===== src/rtl/pwm_ctl_pkg.sv =====
package pwm_ctl_pkg;

    localparam int BUS_DATA_W = 32;
    localparam int BUS_ADDR_W = 16;
    localparam int OFF_W      = 12;

    // Access kind carried in address bits [13:12]
    typedef enum logic [1:0] {
        ACC_PLAIN     = 2'b00,
        ACC_PLAIN_ALT = 2'b01,
        ACC_SET       = 2'b10,
        ACC_CLR       = 2'b11
    } acc_kind_e;

    typedef struct packed {
        logic set_bits;
        logic clr_bits;
    } wr_op_t;

    localparam logic [OFF_W-1:0] OFF_SLICE_EN   = 12'h0F0;
    localparam logic [OFF_W-1:0] OFF_PEND       = 12'h0F4;
    localparam logic [OFF_W-1:0] OFF_LINE0      = 12'h0F8;
    localparam logic [OFF_W-1:0] LINE_STRIDE    = 12'h00C;
    localparam logic [OFF_W-1:0] LINE_MASK_OFS  = 12'h000;
    localparam logic [OFF_W-1:0] LINE_FORCE_OFS = 12'h004;
    localparam logic [OFF_W-1:0] LINE_STAT_OFS  = 12'h008;

    function automatic wr_op_t kind_to_op(acc_kind_e k);
        wr_op_t op;
        op.set_bits = (k == ACC_SET);
        op.clr_bits = (k == ACC_CLR);
        return op;
    endfunction

    function automatic logic [OFF_W-1:0] line_reg_off(int unsigned k, logic [OFF_W-1:0] rel);
        return OFF_LINE0 + OFF_W'(k) * LINE_STRIDE + rel;
    endfunction

endpackage


===== src/rtl/pwm_ctl_decode.sv =====
module pwm_ctl_decode
    import pwm_ctl_pkg::*;
#(
    parameter int NUM_LINES = 2
) (
    input  logic                  bus_valid,
    input  logic                  bus_write,
    input  logic [BUS_ADDR_W-1:0] bus_addr,
    output wr_op_t                op,
    output logic                  hit_slice_en,
    output logic                  hit_pend,
    output logic [NUM_LINES-1:0]  hit_mask,
    output logic [NUM_LINES-1:0]  hit_force,
    output logic [NUM_LINES-1:0]  hit_stat,
    output logic                  wr_slice_en,
    output logic                  wr_pend,
    output logic [NUM_LINES-1:0]  wr_mask,
    output logic [NUM_LINES-1:0]  wr_force,
    output logic                  wr_stat
);
    logic [OFF_W-1:0] offset;
    logic             region_ok;
    logic             wr_any;

    assign offset    = bus_addr[OFF_W-1:0];
    assign region_ok = (bus_addr[BUS_ADDR_W-1:OFF_W+2] == '0);
    assign op        = kind_to_op(acc_kind_e'(bus_addr[OFF_W+1:OFF_W]));
    assign wr_any    = bus_valid && bus_write && region_ok;

    assign hit_slice_en = region_ok && (offset == OFF_SLICE_EN);
    assign hit_pend     = region_ok && (offset == OFF_PEND);

    for (genvar k = 0; k < NUM_LINES; k++) begin : g_line_dec
        localparam logic [OFF_W-1:0] MASK_AT  = line_reg_off(k, LINE_MASK_OFS);
        localparam logic [OFF_W-1:0] FORCE_AT = line_reg_off(k, LINE_FORCE_OFS);
        localparam logic [OFF_W-1:0] STAT_AT  = line_reg_off(k, LINE_STAT_OFS);
        assign hit_mask[k]  = region_ok && (offset == MASK_AT);
        assign hit_force[k] = region_ok && (offset == FORCE_AT);
        assign hit_stat[k]  = region_ok && (offset == STAT_AT);
        assign wr_mask[k]   = wr_any && hit_mask[k];
        assign wr_force[k]  = wr_any && hit_force[k];
    end

    assign wr_slice_en = wr_any && hit_slice_en;
    assign wr_pend     = wr_any && hit_pend;
    assign wr_stat     = wr_any && (|hit_stat);

endmodule


===== src/rtl/pwm_ctl_bitreg.sv =====
module pwm_ctl_bitreg
    import pwm_ctl_pkg::*;
#(
    parameter int W = 12
) (
    input  logic         clk,
    input  logic         rst,
    input  logic         we,
    input  wr_op_t       op,
    input  logic [W-1:0] wdata,
    output logic [W-1:0] q
);
    always_ff @(posedge clk) begin
        if (rst) begin
            q <= '0;
        end else if (we) begin
            if (op.set_bits)      q <= q | wdata;
            else if (op.clr_bits) q <= q & ~wdata;
            else                  q <= wdata;
        end
    end

    assert_plain_load_R2: assert property (@(posedge clk) disable iff (rst)
        (we && !op.set_bits && !op.clr_bits) |=> (q == $past(wdata)));

    assert_set_alias_R3: assert property (@(posedge clk) disable iff (rst)
        (we && op.set_bits) |=> ((q & $past(wdata)) == $past(wdata)));

    assert_clr_alias_R3: assert property (@(posedge clk) disable iff (rst)
        (we && op.clr_bits) |=> ((q & $past(wdata)) == '0));

    assert_hold_R3: assert property (@(posedge clk) disable iff (rst)
        !we |=> $stable(q));

endmodule


===== src/rtl/pwm_ctl_pending.sv =====
module pwm_ctl_pending
    import pwm_ctl_pkg::*;
#(
    parameter int W = 12
) (
    input  logic         clk,
    input  logic         rst,
    input  logic [W-1:0] wrap,
    input  logic         we,
    input  wr_op_t       op,
    input  logic [W-1:0] wdata,
    output logic [W-1:0] q
);
    logic [W-1:0] clr_mask;

    // Set alias carries no meaning for a write-1-to-clear register
    assign clr_mask = (we && !op.set_bits) ? wdata : '0;

    always_ff @(posedge clk) begin
        if (rst) q <= '0;
        else     q <= (q & ~clr_mask) | wrap;
    end

    assert_wrap_wins_R6: assert property (@(posedge clk) disable iff (rst)
        (|wrap) |=> ((q & $past(wrap)) == $past(wrap)));

    assert_pend_hold_R4: assert property (@(posedge clk) disable iff (rst)
        (!we && wrap == '0) |=> $stable(q));

    assert_set_alias_void_R5: assert property (@(posedge clk) disable iff (rst)
        (we && op.set_bits && wrap == '0) |=> $stable(q));

endmodule


===== src/rtl/pwm_ctl_irq_line.sv =====
module pwm_ctl_irq_line #(
    parameter int W = 12
) (
    input  logic         clk,
    input  logic         rst,
    input  logic [W-1:0] pend,
    input  logic [W-1:0] mask,
    input  logic [W-1:0] force_bits,
    output logic [W-1:0] status,
    output logic         irq
);
    assign status = (pend & mask) | force_bits;
    assign irq    = |status;

    assert_force_raises_R8: assert property (@(posedge clk) disable iff (rst)
        (|force_bits) |-> irq);

    assert_quiet_when_masked_R11: assert property (@(posedge clk) disable iff (rst)
        (mask == '0 && force_bits == '0) |-> !irq);

endmodule


===== src/rtl/pwm_ctl_top.sv =====
module pwm_ctl_top
    import pwm_ctl_pkg::*;
#(
    parameter int NUM_SLICES = 12,
    parameter int NUM_LINES  = 2
) (
    input  logic                   clk,
    input  logic                   rst,
    input  logic                   bus_valid,
    input  logic                   bus_write,
    input  logic [BUS_ADDR_W-1:0]  bus_addr,
    input  logic [BUS_DATA_W-1:0]  bus_wdata,
    output logic [BUS_DATA_W-1:0]  bus_rdata,
    input  logic [NUM_SLICES-1:0]  wrap_pulse,
    output logic [NUM_SLICES-1:0]  slice_en,
    output logic [NUM_LINES-1:0]   irq
);
    wr_op_t                                op;
    logic                                  hit_slice_en, hit_pend, wr_slice_en, wr_pend, wr_stat;
    logic [NUM_LINES-1:0]                  hit_mask, hit_force, hit_stat, wr_mask, wr_force;
    logic [NUM_SLICES-1:0]                 wdata_s, pend_q;
    logic [NUM_LINES-1:0][NUM_SLICES-1:0]  mask_q, force_q, stat;
    logic                                  unused_upper;

    assign wdata_s      = bus_wdata[NUM_SLICES-1:0];
    assign unused_upper = ^bus_wdata[BUS_DATA_W-1:NUM_SLICES];

    pwm_ctl_decode #(.NUM_LINES(NUM_LINES)) u_dec (
        .bus_valid   (bus_valid),
        .bus_write   (bus_write),
        .bus_addr    (bus_addr),
        .op          (op),
        .hit_slice_en(hit_slice_en),
        .hit_pend    (hit_pend),
        .hit_mask    (hit_mask),
        .hit_force   (hit_force),
        .hit_stat    (hit_stat),
        .wr_slice_en (wr_slice_en),
        .wr_pend     (wr_pend),
        .wr_mask     (wr_mask),
        .wr_force    (wr_force),
        .wr_stat     (wr_stat)
    );

    pwm_ctl_bitreg #(.W(NUM_SLICES)) u_slice_en (
        .clk(clk), .rst(rst), .we(wr_slice_en), .op(op), .wdata(wdata_s), .q(slice_en)
    );

    pwm_ctl_pending #(.W(NUM_SLICES)) u_pend (
        .clk(clk), .rst(rst), .wrap(wrap_pulse), .we(wr_pend), .op(op),
        .wdata(wdata_s), .q(pend_q)
    );

    for (genvar k = 0; k < NUM_LINES; k++) begin : g_line
        pwm_ctl_bitreg #(.W(NUM_SLICES)) u_mask (
            .clk(clk), .rst(rst), .we(wr_mask[k]), .op(op), .wdata(wdata_s), .q(mask_q[k])
        );
        pwm_ctl_bitreg #(.W(NUM_SLICES)) u_force (
            .clk(clk), .rst(rst), .we(wr_force[k]), .op(op), .wdata(wdata_s), .q(force_q[k])
        );
        pwm_ctl_irq_line #(.W(NUM_SLICES)) u_irq (
            .clk(clk), .rst(rst), .pend(pend_q), .mask(mask_q[k]), .force_bits(force_q[k]),
            .status(stat[k]), .irq(irq[k])
        );
    end

    always_comb begin
        bus_rdata = '0;
        if (hit_slice_en) bus_rdata[NUM_SLICES-1:0] = slice_en;
        if (hit_pend)     bus_rdata[NUM_SLICES-1:0] = pend_q;
        for (int k = 0; k < NUM_LINES; k++) begin
            if (hit_mask[k])  bus_rdata[NUM_SLICES-1:0] = mask_q[k];
            if (hit_force[k]) bus_rdata[NUM_SLICES-1:0] = force_q[k];
            if (hit_stat[k])  bus_rdata[NUM_SLICES-1:0] = stat[k];
        end
    end

    assert_upper_zero_R10: assert property (@(posedge clk) disable iff (rst)
        bus_rdata[BUS_DATA_W-1:NUM_SLICES] == '0);

    assert_stat_write_void_R9: assert property (@(posedge clk) disable iff (rst)
        (wr_stat && wrap_pulse == '0) |=> ($stable(irq) && $stable(slice_en)));

    assert_one_target_R10: assert property (@(posedge clk) disable iff (rst)
        $onehot0({hit_slice_en, hit_pend, hit_mask, hit_force, hit_stat}));

endmodule


===== config.mk =====
export PLATFORM = sky130hd
export DESIGN_NAME = pwm_ctl_top
export DESIGN_NICKNAME = d
export VERILOG_FILES = /design/src/rtl/pwm_ctl_pkg.sv /design/src/rtl/pwm_ctl_decode.sv /design/src/rtl/pwm_ctl_bitreg.sv /design/src/rtl/pwm_ctl_pending.sv /design/src/rtl/pwm_ctl_irq_line.sv /design/src/rtl/pwm_ctl_top.sv
export SDC_FILE = /design/constraint.sdc
export NUM_CORES = 1
export LEC_CHECK = 0
export CORE_MARGIN = 5
export CORE_UTILIZATION = 23
export CTS_BUF_LIST = sky130_fd_sc_hd__clkbuf_16
export CTS_CLUSTER_DIAMETER = 30
export DETAILED_ROUTE_END_ITERATION = 12
export DONT_BUFFER_PORTS = 1
export HOLD_SLACK_MARGIN = 0.02
export PLACE_DENSITY = 0.45
export SYNTH_ARGS = -nofsm -noshare
export SYNTH_HDL_FRONTEND = slang
export SYNTH_SLANG_ARGS = --single-unit

===== constraint.sdc =====
create_clock -name clk -period 3.1 [get_ports clk]
set_input_delay 0.31 -clock clk [delete_from_list [all_inputs] [get_ports clk]]
set_output_delay 0.31 -clock clk [all_outputs]
set_load 0.02 [all_outputs]

==> impl_results.md <==
- Status: complete, no violations
- Clock buffer depth: 2
- Flops & latches, synth: approximately 70
- Slew headroom: 0.4637
- Gr usage total: 0.1555
- Area contributors post-synth: dfxtp_1 (34%), a21oi_1 (9.8%), o21ai_0 (9.1%)
- Seq/Total Area, Yosys: 0.3366
- Primary FF master, synth: dfxtp_1
- Die width: between 100 and 150 um
- PD cells: 409.0 mW/mm2
- Slowest-stage cell, CP: or4b_1
- Yosys top cell area share: 0.3366
- # placed instances: between 800 and 900
- Finished Layout Cells: 818
- Slowest stage delay, CP: ~0.60 ns
- RSZ-0062 raised after global routing: false
- Hold WC Path Type: input pin to flip-flop
- Largest fanout on the critical path: 8
- Post-Syn Area: roughly 0.0043 mm2
- CTS root buf: clkbuf_16
- Worst Setup Path Type: input pin to output pin
- Final-layout fill cell count: slightly above 2000
- Synth top cells by count: a21oi_1 (84), o21ai_0 (78), dfxtp_1 (72), nand2_1 (72), nor2_1 (36)
- N_diodes: 0
- Maximum VDD drop: about 0.27 mV
- DP Area: 0.004558 mm2
- Final setup fails: 0
- Final wirelength: 17040 um
- # IOs: 110
- Area taken by flip-flops and latches: about 0.0014 mm2
- Post-route cell area: 0.004803 mm2
- Tcrit/Tclk final: 0.8841
- Bufs and invs on worst path: 2
- Clock Skews: 0 ns
- Routed Antenna Nets: 0
- Initial Utilization: 0.2312
- Fin. Hold Viols: 0
- Worst-path clk slew: 0.05 ns
- Avg Cell Area, Syn: 7.408 um2
- Top cell by count, worst path: buf_4
- Residual DRC: 0
- F_max: about 360 MHz
- Dpl hpwl: around 12000 um
- Iteration-0 DRC Markers: ~430
- Via-per-instance ratio: around 5.4
- Cts repair resizes: 0
- Critical path required time: 2.79 ns
- Arr. time, crit path: approximately 2.4 ns
- Warnings from Yosys: 0
- Grt ovf: 0
- TNS Setup: 0 ns
- Final Net Count: 645
- DIE AREA: between 0.02 and 0.025 mm2
- Routed via count: 4395
- # rows: 50
- Max-cap viol count: 0
- Largest net degree at the start of global routing: 85
- Worst-Skew Late Latency: 0.34 ns
- Routability cong.: slightly below 0.9
- Power, Total: between 1.5 and 2 mW
- Vias in the first global route: approximately 4200
- Clock Sinks: 72
- Gate Count Post-Synth: 578
- Cells along the critical path: or4b_1 -> or2_1 -> nor2_1 -> buf_4 -> a222oi_1 -> a311oi_1 -> buf_4
- DIE HEIGHT: 146.4 um
- Area taken by multi-input logic gates: approximately 0.0024 mm2
- IO Port Bufs: 0
- H-Tree Depth: 3
- Drt wl/cell: 20.83 um
- Kind of cell adding the most delay to the critical path: simple AND/OR/NAND/NOR gates
- Worst-Margin Slew: ~0.80 ns
- CTS Buf Count: 9
- Asr flop ratio synth: 0
- Final min period: about 2.7 ns
- Number of flops mapped to enable cells by yosys: 0
- Leading area contributor after synthesis: dfxtp_1
- Cell variety after synth: 53
- Crit end category: output pin
- CTS tree: yes
- Initial antenna violation count: 0
- Max Slew Vio Count: 0
- Top-count cell post-synth: a21oi_1
- Layout overhead on the synthesized area: 12.19%
- Setup Buffers After CTS: 0
- Global-route wire length before repair: roughly 25000 um
- # hold bufs at CTS: 0
- Core ar.: approximately 0.019 mm2
- Share of cells above drive strength 1: 0.09760
- Crit start category: input pin
- DR pass1 iterations: 5
- Lkg Pwr: ~1.7 nW
[cell usage in the layout, fill, tap and decap left out, drive strengths merged, types with 3 or more instances in the layout]
| master | netlist | final |
|---|---|---|
| a21oi | 84 | 84 |
| a222oi | 4 | 4 |
| a22o | 7 | 7 |
| a22oi | 8 | 8 |
| a311oi | 4 | 4 |
| a31oi | 11 | 11 |
| a32oi | 3 | 3 |
| and2 | 3 | 3 |
| buf | 30 | 34 |
| clkbuf | 31 | 9 |
| conb | 1 | 20 |
| dfxtp | 72 | 72 |
| inv | 32 | 35 |
| mux2i | 5 | 5 |
| mux4 | 3 | 3 |
| nand2 | 72 | 72 |
| nand3 | 8 | 8 |
| nand4 | 6 | 6 |
| nor2 | 36 | 36 |
| nor2b | 8 | 8 |
| nor3 | 8 | 8 |
| nor4 | 6 | 6 |
| o21ai | 78 | 78 |
| o22ai | 9 | 9 |
| o2bb2ai | 4 | 4 |
| o31a | 5 | 5 |
| o31ai | 12 | 12 |
| or2 | 3 | 3 |
| or3 | 3 | 3 |
[path summary, 6_finish.rpt]
| check | endpoint | depth (start not counted) | startpoint | slack [ns] |
|---|---|---|---|---|
| hold / removal | u_pend.q[1] | 1 | rst | 0.04 |
| setup / recovery | bus_rdata[4] | 7 | bus_addr[5] | 0.36 |
| hold reg to reg | g_line[0].u_mask.q[3] | 2 | g_line[0].u_mask.q[3] | 0.48 |
| setup reg to reg | u_slice_en.q[6] | 2 | u_slice_en.q[6] | 2.23 |
[final cells by class]
cell class              instances  area share
multi-input cells             432      0.5098
flip-flops and latches         72      0.3001
well taps                     234     0.06095
repair buffers                 34     0.05314
clock buffers                   9     0.04689
inverters                      32     0.02501
clock inverters                 5    0.004168
[report_power, final]
part | internal [mW] | leakage (nW) | switching [mW]
clock network | 0.518 | 0.132 | 0.379
logic | 0.0330 | 0.948 | 0.0802
registers | 0.937 | 0.584 | 0.0167
total | 1.49 | 1.66 | 0.476
[stage by stage]
stage                       util  worst slack, ns  hold WS, ns
after floorplan                -           0.4365       0.4395
after global placement    0.2461           0.3947       0.3900
after detailed placement  0.2461           0.4030       0.3921
after CTS                 0.2594           0.3915      0.02109
after global routing      0.2594           0.1855      0.02385
final                     0.2594           0.3592      0.04114
[routing by layer]
| layer | GRT usage | vias to the layer above | wire, um |
|---|---|---|---|
| met5 | 0 | - | 0 |
| met4 | 0.05833 | 0 | 486 |
| met3 | 0.05369 | 31 | 1601 |
| met2 | 0.2376 | 193 | 7616 |
| met1 | 0.2025 | 2114 | 7332 |
| li1 | - | 2057 | - |
[flip-flops by register name (all words and copies together), names as in the netlist]
name	count
g_line.u_force.q	24
g_line.u_mask.q	24
u_pend.q	12
u_slice_en.q	12
[cells by family after synthesis]
kind of cell | after synthesis | share of synthesized area
multiplexers | 10 | 0.03273
other | 1 | 0.0008758
AND/OR/NAND/NOR | 162 | 0.1879
buffers and inverters | 93 | 0.1081
flip-flops | 72 | 0.3366
AO/OA/AOI/OAI | 240 | 0.3337
Note: power is estimated with default switching activity, not from simulation.
